## src/rtl/rtc_i2c_pkg.sv

```systemverilog
package rtc_i2c_pkg;

  typedef enum logic [2:0] {
    ST_IDLE,
    ST_RECV,
    ST_ACK_OUT,
    ST_SEND,
    ST_ACK_IN,
    ST_WAIT_STOP
  } busState_t;

  typedef enum logic [1:0] {
    BY_ADDR,
    BY_PTR,
    BY_DATA
  } byteKind_t;

  // strobes from the control FSM to the datapath
  typedef struct packed {
    logic shiftRx;
    logic loadPtr;
    logic incPtr;
    logic writeReg;
    logic loadTx;
    logic shiftTx;
  } dpStrobe_t;

  localparam logic [7:0] CTRL_KEEP  = 8'h9F;
  localparam logic [7:0] STAT_KEEP  = 8'h83;
  localparam logic [7:0] CTRL_RESET = 8'h18;
  localparam logic [7:0] STAT_RESET = 8'h80;

endpackage

```

## src/rtl/rtc_i2c_bus_sync.sv

```systemverilog
module rtc_i2c_bus_sync #(
  parameter int STAGES = 2
) (
  input  logic clk,
  input  logic rstN,
  input  logic sclIn,
  input  logic sdaIn,
  output logic sclSync,
  output logic sdaSync,
  output logic sclRise,
  output logic sclFall,
  output logic startDet,
  output logic stopDet
);

  logic [STAGES-1:0] sclPipe;
  logic [STAGES-1:0] sdaPipe;
  logic              sclPrev;
  logic              sdaPrev;

  // idle bus is high, so the chain resets to ones
  always_ff @(posedge clk or negedge rstN) begin
    if (!rstN) begin
      sclPipe <= '1;
      sdaPipe <= '1;
      sclPrev <= 1'b1;
      sdaPrev <= 1'b1;
    end else begin
      sclPipe <= {sclPipe[STAGES-2:0], sclIn};
      sdaPipe <= {sdaPipe[STAGES-2:0], sdaIn};
      sclPrev <= sclPipe[STAGES-1];
      sdaPrev <= sdaPipe[STAGES-1];
    end
  end

  assign sclSync  = sclPipe[STAGES-1];
  assign sdaSync  = sdaPipe[STAGES-1];
  assign sclRise  = sclSync & ~sclPrev;
  assign sclFall  = ~sclSync & sclPrev;
  assign startDet = sclSync & sclPrev & sdaPrev & ~sdaSync;
  assign stopDet  = sclSync & sclPrev & ~sdaPrev & sdaSync;

endmodule

```

## src/rtl/rtc_i2c_ctrl.sv

```systemverilog
module rtc_i2c_ctrl
  import rtc_i2c_pkg::*;
#(
  parameter logic [6:0] DEV_ADDR  = 7'h68,
  parameter int         REG_COUNT = 16
) (
  input  logic       clk,
  input  logic       rstN,
  input  logic       sclRise,
  input  logic       sclFall,
  input  logic       startDet,
  input  logic       stopDet,
  input  logic       sdaSync,
  input  logic [7:0] rxByte,
  input  logic       txBit,
  output dpStrobe_t  strobe,
  output logic       sdaDriveLow
);

  localparam logic [8:0] REG_LIMIT = 9'(REG_COUNT);

  busState_t state;
  byteKind_t kind;
  logic [3:0] bitCnt;
  logic       isRead;
  logic       masterAck;

  logic addrOk;
  logic ptrOk;
  logic byteEnd;

  assign addrOk  = (rxByte[7:1] == DEV_ADDR);
  assign ptrOk   = ({1'b0, rxByte} < REG_LIMIT);
  assign byteEnd = sclFall && (bitCnt == 4'd8);

  always_comb begin
    strobe = '0;
    if (!startDet && !stopDet) begin
      case (state)
        ST_RECV: begin
          strobe.shiftRx = sclRise && (bitCnt < 4'd8);
          if (byteEnd && kind == BY_PTR && ptrOk) strobe.loadPtr = 1'b1;
          if (byteEnd && kind == BY_DATA) begin
            strobe.writeReg = 1'b1;
            strobe.incPtr   = 1'b1;
          end
        end
        ST_ACK_OUT: begin
          if (sclFall && kind == BY_ADDR && isRead) begin
            strobe.loadTx = 1'b1;
            strobe.incPtr = 1'b1;
          end
        end
        ST_SEND: begin
          strobe.shiftTx = sclFall && (bitCnt != 4'd7);
        end
        ST_ACK_IN: begin
          if (sclFall && masterAck) begin
            strobe.loadTx = 1'b1;
            strobe.incPtr = 1'b1;
          end
        end
        default: ;
      endcase
    end
  end

  always_ff @(posedge clk or negedge rstN) begin
    if (!rstN) begin
      state     <= ST_IDLE;
      kind      <= BY_ADDR;
      bitCnt    <= '0;
      isRead    <= 1'b0;
      masterAck <= 1'b0;
    end else if (startDet) begin
      state  <= ST_RECV;
      kind   <= BY_ADDR;
      bitCnt <= '0;
    end else if (stopDet) begin
      state <= ST_IDLE;
    end else begin
      case (state)
        ST_RECV: begin
          if (sclRise && bitCnt < 4'd8) bitCnt <= bitCnt + 4'd1;
          if (byteEnd) begin
            case (kind)
              BY_ADDR: begin
                if (addrOk) begin
                  isRead <= rxByte[0];
                  state  <= ST_ACK_OUT;
                end else begin
                  state <= ST_WAIT_STOP;
                end
              end
              BY_PTR:  state <= ptrOk ? ST_ACK_OUT : ST_WAIT_STOP;
              default: state <= ST_ACK_OUT;
            endcase
          end
        end
        ST_ACK_OUT: begin
          if (sclFall) begin
            bitCnt <= '0;
            if (kind == BY_ADDR && isRead) begin
              state <= ST_SEND;
            end else begin
              state <= ST_RECV;
              kind  <= (kind == BY_ADDR) ? BY_PTR : BY_DATA;
            end
          end
        end
        ST_SEND: begin
          if (sclFall) begin
            if (bitCnt == 4'd7) begin
              state  <= ST_ACK_IN;
              bitCnt <= '0;
            end else begin
              bitCnt <= bitCnt + 4'd1;
            end
          end
        end
        ST_ACK_IN: begin
          if (sclRise) masterAck <= ~sdaSync;
          if (sclFall) begin
            bitCnt <= '0;
            state  <= masterAck ? ST_SEND : ST_WAIT_STOP;
          end
        end
        default: ;
      endcase
    end
  end

  assign sdaDriveLow = (state == ST_ACK_OUT) || (state == ST_SEND && !txBit);

endmodule

```

## src/rtl/rtc_i2c_dp.sv

```systemverilog
module rtc_i2c_dp
  import rtc_i2c_pkg::*;
#(
  parameter int REG_COUNT = 16,
  parameter int PTR_W     = $clog2(REG_COUNT)
) (
  input  logic             clk,
  input  logic             rstN,
  input  dpStrobe_t        strobe,
  input  logic             sdaSync,
  input  logic [7:0]       coreRdData,
  input  logic [1:0]       flagSet,
  input  logic             oscStopEvt,
  output logic [7:0]       rxByte,
  output logic             txBit,
  output logic [PTR_W-1:0] coreAddr,
  output logic             coreWrEn,
  output logic [7:0]       coreWrData,
  output logic [7:0]       ctrlReg,
  output logic [7:0]       statusReg
);

  localparam logic [PTR_W-1:0] CTRL_IDX = PTR_W'(REG_COUNT - 2);
  localparam logic [PTR_W-1:0] STAT_IDX = PTR_W'(REG_COUNT - 1);
  localparam logic [PTR_W-1:0] LAST_IDX = PTR_W'(REG_COUNT - 1);

  logic [7:0]       rxShift;
  logic [7:0]       txShift;
  logic [PTR_W-1:0] ptr;
  logic [7:0]       readMux;
  logic [7:0]       statusNext;

  always_ff @(posedge clk or negedge rstN) begin
    if (!rstN) rxShift <= '0;
    else if (strobe.shiftRx) rxShift <= {rxShift[6:0], sdaSync};
  end

  always_ff @(posedge clk or negedge rstN) begin
    if (!rstN) begin
      ptr <= '0;
    end else if (strobe.loadPtr) begin
      ptr <= rxShift[PTR_W-1:0];
    end else if (strobe.incPtr) begin
      ptr <= (ptr == LAST_IDX) ? '0 : ptr + PTR_W'(1);
    end
  end

  always_comb begin
    if (ptr == CTRL_IDX)      readMux = ctrlReg;
    else if (ptr == STAT_IDX) readMux = statusReg;
    else                      readMux = coreRdData;
  end

  // the byte is frozen at load so core updates cannot tear it
  always_ff @(posedge clk or negedge rstN) begin
    if (!rstN) txShift <= 8'hFF;
    else if (strobe.loadTx) txShift <= readMux;
    else if (strobe.shiftTx) txShift <= {txShift[6:0], 1'b1};
  end

  always_ff @(posedge clk or negedge rstN) begin
    if (!rstN) ctrlReg <= CTRL_RESET;
    else if (strobe.writeReg && ptr == CTRL_IDX) ctrlReg <= rxShift & CTRL_KEEP;
  end

  always_comb begin
    statusNext = statusReg;
    if (strobe.writeReg && ptr == STAT_IDX) begin
      statusNext[7]   = statusReg[7] & rxShift[7];
      statusNext[1:0] = statusReg[1:0] & rxShift[1:0];
    end
    statusNext[1:0] = statusNext[1:0] | flagSet;
    statusNext[7]   = statusNext[7] | oscStopEvt;
  end

  always_ff @(posedge clk or negedge rstN) begin
    if (!rstN) statusReg <= STAT_RESET;
    else statusReg <= statusNext & STAT_KEEP;
  end

  assign rxByte     = rxShift;
  assign txBit      = txShift[7];
  assign coreAddr   = ptr;
  assign coreWrData = rxShift;
  assign coreWrEn   = strobe.writeReg && (ptr < CTRL_IDX);

endmodule

```

## src/rtl/rtc_i2c_target.sv

```systemverilog
module rtc_i2c_target
  import rtc_i2c_pkg::*;
#(
  parameter logic [6:0] DEV_ADDR    = 7'h68,
  parameter int         REG_COUNT   = 16,
  parameter int         SYNC_STAGES = 2,
  parameter int         PTR_W       = $clog2(REG_COUNT)
) (
  input  logic             clk,
  input  logic             rstN,
  input  logic             sclIn,
  input  logic             sdaIn,
  output logic             sdaDriveLow,
  output logic [PTR_W-1:0] coreAddr,
  output logic             coreWrEn,
  output logic [7:0]       coreWrData,
  input  logic [7:0]       coreRdData,
  input  logic [1:0]       flagSet,
  input  logic             oscStopEvt,
  output logic [7:0]       ctrlReg,
  output logic [7:0]       statusReg
);

  logic      sclSync;
  logic      sdaSync;
  logic      sclRise;
  logic      sclFall;
  logic      startDet;
  logic      stopDet;
  logic [7:0] rxByte;
  logic      txBit;
  dpStrobe_t strobe;

  rtc_i2c_bus_sync #(.STAGES(SYNC_STAGES)) sync_i (
    .clk(clk), .rstN(rstN), .sclIn(sclIn), .sdaIn(sdaIn),
    .sclSync(sclSync), .sdaSync(sdaSync), .sclRise(sclRise),
    .sclFall(sclFall), .startDet(startDet), .stopDet(stopDet)
  );

  rtc_i2c_ctrl #(.DEV_ADDR(DEV_ADDR), .REG_COUNT(REG_COUNT)) ctrl_i (
    .clk(clk), .rstN(rstN), .sclRise(sclRise), .sclFall(sclFall),
    .startDet(startDet), .stopDet(stopDet), .sdaSync(sdaSync),
    .rxByte(rxByte), .txBit(txBit), .strobe(strobe),
    .sdaDriveLow(sdaDriveLow)
  );

  rtc_i2c_dp #(.REG_COUNT(REG_COUNT), .PTR_W(PTR_W)) dp_i (
    .clk(clk), .rstN(rstN), .strobe(strobe), .sdaSync(sdaSync),
    .coreRdData(coreRdData), .flagSet(flagSet), .oscStopEvt(oscStopEvt),
    .rxByte(rxByte), .txBit(txBit), .coreAddr(coreAddr),
    .coreWrEn(coreWrEn), .coreWrData(coreWrData),
    .ctrlReg(ctrlReg), .statusReg(statusReg)
  );

endmodule

```

## config.mk

```make
export PLATFORM = sky130hd
export DESIGN_NAME = rtc_i2c_target
export DESIGN_NICKNAME = d
export VERILOG_FILES = /design/src/rtl/rtc_i2c_pkg.sv /design/src/rtl/rtc_i2c_bus_sync.sv /design/src/rtl/rtc_i2c_ctrl.sv /design/src/rtl/rtc_i2c_dp.sv /design/src/rtl/rtc_i2c_target.sv
export SDC_FILE = /design/constraint.sdc
export NUM_CORES = 1
export LEC_CHECK = 0
export BUFFER_PORTS_ARGS = -buffer_cell sky130_fd_sc_hd__buf_4
export CAP_MARGIN = 20
export CORE_ASPECT_RATIO = 1.75
export CORE_MARGIN = 8
export CORE_UTILIZATION = 35
export CTS_BUF_LIST = sky130_fd_sc_hd__clkbuf_16
export DETAILED_ROUTE_END_ITERATION = 8
export PLACE_DENSITY = 0.62
export SYNTH_ARGS = -nofsm -noshare
export SYNTH_HDL_FRONTEND = slang
export SYNTH_SLANG_ARGS = --single-unit
```

## constraint.sdc

```tcl
create_clock -name clk -period 2.68 [get_ports clk]
set_clock_uncertainty 0.2 [all_clocks]
set_input_delay 0.134 -clock clk [delete_from_list [all_inputs] [get_ports clk]]
set_output_delay 0.134 -clock clk [all_outputs]
set_load 0.1 [all_outputs]
```

After elaboration in Yosys (flattened, before gate mapping):

Cells that the tools add are included.

* output and inout port bits: 30
* bits in registers: 46

* equality and inequality tests: 22
* order comparisons: 3
* reduce and logical (&&, ||, !) cells: 32
* add/sub/neg operators: 2
* bitwise gates (word level): 17
* muxes and demuxes: 45

Operators by type and width (number)
* $mux 4: 9
* $mux 8: 4
* $mux 3: 10
* $mux 2: 10
* $ne 4x1->1 const B: 5
* $logic_and 1x1->1: 15
* $eq 4x4->1 const B: 3
* $pmux 3 s4: 1
* $pmux 4 s3: 1
* $reduce_and 6->1: 2
* $ne 3x1->1 const B: 3
* $add 4x1->4 const B: 2
* $and 1x1->1: 8
* $lt 4x4->1 const B: 2
* $lt 8x5->1 const B: 1
* $reduce_and 4->1: 2
* $reduce_bool 2->1: 4
* $eq 7x7->1 const B: 1
* $eq 3x2->1 const B: 2
* $mux 1: 6
* $mux 6: 1
* $not 1->1: 6
* $pmux 3 s2: 1
* $reduce_bool 6->1: 1
* other kinds (18): 21

Depth between registers and ports, before layout:

* depth in word-level cells: 11
* gate-level depth with buffers: 7

By module:

Synthesis repeated with hierarchy kept, for this count alone.

* cells, all modules: 238
* area total of the unflattened synthesis: 2562.5 µm²

Modules (own cells, without submodules)
* rtc_i2c_dp: cells each 137, times used 1, area an instance 1562.7 µm²
* rtc_i2c_ctrl: cells each 91, times used 1, area an instance 809.5 µm²
* rtc_i2c_bus_sync: cells each 10, times used 1, area an instance 190.2 µm²

Worst setup path before layout:

Ideal clock, no wire load.

* kind: register to output
* start: reg sync_i.sclPrev
* end: out coreWrEn
* cell stages (with the launch flop): 5
* setup slack: -0.536 ns
* arrival time: 2.882 ns
* required time: 2.346 ns
* buffers on the path: 1
* cell sequence: dfstp_2 nand3b_1 or4_1 buf_2 a31oi_1

* cells in the longest elaborated chain, start to end: 7
* elaborated cells between the ends (all ways): 15
* those cells by class: mux (3); bitwise (6); reduce/logical (6)

RTL lines
* start, declared: RTL line rtc_i2c_bus_sync.sv:18 `logic sclPrev;`
* start signal, assigned: RTL line rtc_i2c_bus_sync.sv:31 `sclPrev <= sclPipe[STAGES-1];`
* $and 1x1->1 (on tied branches): RTL line rtc_i2c_bus_sync.sv:39, rtc_i2c_bus_sync.sv:40, rtc_i2c_bus_sync.sv:41
* $logic_and 1x1->1 (tied with other cells): RTL line rtc_i2c_ctrl.sv:34 `assign byteEnd = sclFall && (bitCnt == 4'd8);`
* $logic_and 1x1->1 (tied with other cells): RTL line rtc_i2c_ctrl.sv:43 `if (byteEnd && kind == BY_DATA) begin`
* $mux 2 / $logic_not 1->1 (equally long branches): RTL line rtc_i2c_ctrl.sv:43, rtc_i2c_ctrl.sv:38
* $mux 1 / $logic_and 1x1->1 (equally long branches): RTL line rtc_i2c_ctrl.sv:39, rtc_i2c_ctrl.sv:38
* $mux 6 *: RTL line rtc_i2c_ctrl.sv:38 `if (!startDet && !stopDet) begin`
* $logic_and 1x1->1 *: RTL line rtc_i2c_dp.sv:85 `assign coreWrEn = strobe.writeReg && (ptr < CTRL_IDX);`
* end, declared: RTL line rtc_i2c_target.sv:15 `output logic coreWrEn,`

Every way passes the cells marked *; elsewhere a longest branch is shown, timed or not.

Worst setup path in the final report:

Same ends and word-level chain as after synthesis.

==> results.txt <==
min cycle time layout: 2.51 ns
post-detailed-route via-to-cell ratio: 5.61
area delta synth->final: 23.3%
I/O Buffers: 37
number of warnings reported in the yosys synthesis log: 0
Core Area: 7180 um2
vias in the first global route: 2,253
number of flip-flops and latches in the synthesized netlist: 46
largest net degree at the start of global routing: 47
proportion of register bits with asynchronous set or reset after synthesis: 100%
most repeated cell in the gate-level netlist after synthesis: sky130_fd_sc_hd__dfrtp_1
register-to-register setup slack: 0.42 ns
power per standard cell area: 743 nW/um2
detail-routed net length per standard cell: 18.2 um
primary flip-flop cell chosen by synthesis mapping: sky130_fd_sc_hd__dfrtp_1
routed wire length: 6.93 mm
Mapped Avg Cell Area: 10.6 um2
GRT Overall Usage: 13.7%
post-route insts no fill: 381
number of violations reported at the end of detailed-routing iteration 0: 95
critical-path cell list: nand3b_1 -> or4_4 -> a31oi_2 -> buf_6
vertical die dimension: 130 um
clock network latency to the later pin of the worst-skew pair: 0.29 ns
number of antenna repair diodes: 0
Die ar.: 10,500 um2
root cell of the clock tree: sky130_fd_sc_hd__clkbuf_16
HPWL Detailed: 5.20 mm
WL met2: 3.71 mm
library cell with the largest summed area after synthesis: sky130_fd_sc_hd__dfrtp_1
highest metal used: met4
wire length of the first global-routing pass: 11.1 mm
wire length on met1: 2.72 mm
count of vias placed by the detailed router: 2,138
CP arrival: 2.18 ns
Max-slew headroom: 53.2%
routability cong.: 0.909
number of top-level pins: 45
number of antenna violations at the first check in global routing: 0
TritonRoute pass-1 iters: 4
sum of negative setup slack: 0 ns
share of cells above drive strength 1: 31.5%
largest cells by area after synthesis: sky130_fd_sc_hd__dfrtp_1 28%, sky130_fd_sc_hd__dfstp_2 17%, sky130_fd_sc_hd__mux2_2 6.1%, sky130_fd_sc_hd__mux2i_1 3.1%, sky130_fd_sc_hd__nand2_1 2.5%
required time worst endpoint: 2.35 ns
RSZ-0062 raised after global routing: false
CP max FO: 14
final critical-path share of the clock period: 93.6%
MaxCap Viol Count: 0
Remaining DRCs: 0
synthesized cell area: 2600 um2
Synth top cells by count: 29 x sky130_fd_sc_hd__dfrtp_1, 17 x sky130_fd_sc_hd__dfstp_2, 17 x sky130_fd_sc_hd__nand2_1, 14 x sky130_fd_sc_hd__mux2_2, 11 x sky130_fd_sc_hd__a21oi_1
kind of critical path: reg2out
GR Overflow Total: 0
class of the tightest hold or removal check: in2reg
TritonCTS clock tree: done
slowest library cell on the worst path: sky130_fd_sc_hd__dfstp_2
status: complete, no violations
fin. max-slew vios: 0
distinct cell type count of the synthesized netlist: 63
sequential cell area fraction in the yosys report: 45.2%
slew at the pin closest to its max-slew limit: 0.684 ns
sort of element at the end of the critical path: primary output
Synth Instances: 245
clk slew on worst S/H paths: 0.06 ns
net total in the final layout: 313
maximum count of clock buffers along a single path: 2
number of placed instances with taps included: 362
static power due to leakage: 1.42 nW
number of sinks driven by the clock tree: 46
sum of met3 wire segment lengths after detailed routing: 232 um
num rows: 41
horizontal die dimension: 81.1 um
type of element launching the critical path: register
Max Clk Rate: 399 MHz
number of enable flip-flop cells after synthesis: 0
number of levels the H-tree was split into: 2
clock buffers created by TritonCTS: 5
# setup viols final: 0
initial cell density of the core: 36.1%
area share of the largest cell type after synthesis: 28.0%
largest stage delay on the critical path: 0.65 ns
final hold violation count: 0
number of buffers inserted by post-CTS setup repair: 0
worst supply voltage drop on vdd: 0.670 mV
count of antenna-violating nets left after detailed routing: 0
[registers in the layout, summed over array words and instances (netlist names)]
signal / count
dp_i.ctrlReg: 6
dp_i.coreWrData: 8
sync_i.sdaPipe: 2
sync_i.sdaPrev: 1
dp_i.statusReg: 3
ctrl_i.kind: 2
sync_i.sclPrev: 1
dp_i.coreAddr: 4
ctrl_i.state: 3
ctrl_i.isRead: 1
ctrl_i.bitCnt: 4
dp_i.txShift: 8
ctrl_i.masterAck: 1
sync_i.sclPipe: 2
[report_power, final]
part           leakage, nW  total (W)  internal, W  switching (W)
clock               0.0724   0.000589     0.000337       0.000252
combinational        0.803   0.000852     0.000230       0.000623
sequential           0.547   0.000937     0.000786       0.000151
[routing by layer]
layer | track usage, % | vias up
met4 | 7.72 | 0
li1 | - | 1015
met5 | 0 | -
met3 | 2.75 | 16
met2 | 24.4 | 49
met1 | 14.4 | 1058
[repair_timing]
action                     4_1_cts  5_1_grt
hold buffers                    11        0
hold endpoints to repair        39        0
setup endpoints to repair        0        1
gates resized for setup          0        2
[kinds of logic (layout without fill, tap and decap cells)]
kind of cell / Yosys count / after routing / synth area share (%)
multiplexers: 22 / 22 / 9.16
XOR/XNOR: 3 / 3 / 1.01
buffers and inverters: 26 / 70 / 5.35
AND/OR/NAND/NOR: 81 / 81 / 19.8
other: 1 / 7 / 0.144
adder cells (fa/ha/maj): 4 / 4 / 1.93
AO/OA/AOI/OAI: 62 / 62 / 17.5
flip-flops: 46 / 46 / 45.2
[layout by cell type, fill, tap and decap left out, types with 5 or more instances in the layout]
cell | netlist | routed
sky130_fd_sc_hd__buf_4 | 7 | 42
sky130_fd_sc_hd__dfrtp_1 | 29 | 29
sky130_fd_sc_hd__nand2_1 | 17 | 17
sky130_fd_sc_hd__dfstp_2 | 17 | 17
sky130_fd_sc_hd__mux2_2 | 14 | 14
sky130_fd_sc_hd__a21oi_1 | 11 | 11
sky130_fd_sc_hd__dlygate4sd3_1 | 0 | 11
sky130_fd_sc_hd__nor2_1 | 10 | 10
sky130_fd_sc_hd__o21ai_0 | 10 | 10
sky130_fd_sc_hd__inv_1 | 8 | 9
sky130_fd_sc_hd__nand3_1 | 9 | 9
sky130_fd_sc_hd__nand2b_1 | 8 | 8
sky130_fd_sc_hd__mux2i_1 | 8 | 8
sky130_fd_sc_hd__conb_1 | 1 | 7
sky130_fd_sc_hd__o31ai_1 | 5 | 5
sky130_fd_sc_hd__o211ai_1 | 5 | 5
sky130_fd_sc_hd__a211oi_1 | 5 | 5
sky130_fd_sc_hd__clkbuf_16 | 0 | 5
[path summary, 6_finish.rpt]
| path | start | to | cells after the start |
|---|---|---|---|
| worst max-delay path | sync_i.sclPrev | coreWrEn | 4 |
| worst min-delay path | coreRdData[0] | dp_i.txShift[0] | 4 |
| worst max register to register | sync_i.sclPrev | dp_i.statusReg[1] | 5 |
| worst min register to register | sync_i.sdaPipe[0] | sync_i.sdaPipe[1] | 0 |
| max in group asynchronous | rstN | dp_i.coreAddr[3] | 2 |
| min in group asynchronous | rstN | ctrl_i.bitCnt[1] | 2 |
[worst max-delay path: cells and delay by family, from the launching register on]
kind,cells,cell delay (ns)
compound gates,1,0.18
buf+inv,1,0.24
flops,1,0.65
simple gates,2,0.82
[metrics by stage]
step                      util (%)  total power, W  hold WS (ns)  setup WS, ns  area, um2
after floorplan                  -         0.00157        -0.362        0.0399       2630
after global placement        41.0         0.00179       -0.0306         0.374       2950
after detailed placement      41.0         0.00180       -0.0310         0.366       2950
after CTS                     44.5         0.00241         0.133        0.0408       3190
after global routing          44.6         0.00248         0.163        0.0586       3200
final                         44.6         0.00238         0.130         0.171       3200
[layout make-up]
class / count / area, um2
Timing Repair Buffer: 54 / 437
Sequential cell: 46 / 1170
Inverter: 8 / 30.0
Tap cell: 86 / 108
Clock buffer: 5 / 125
Clock inverter: 3 / 12.5
Fill cell: 696 / 3980
Multi-Input combinational cell: 179 / 1320
Power figures use the tool's default switching activity.
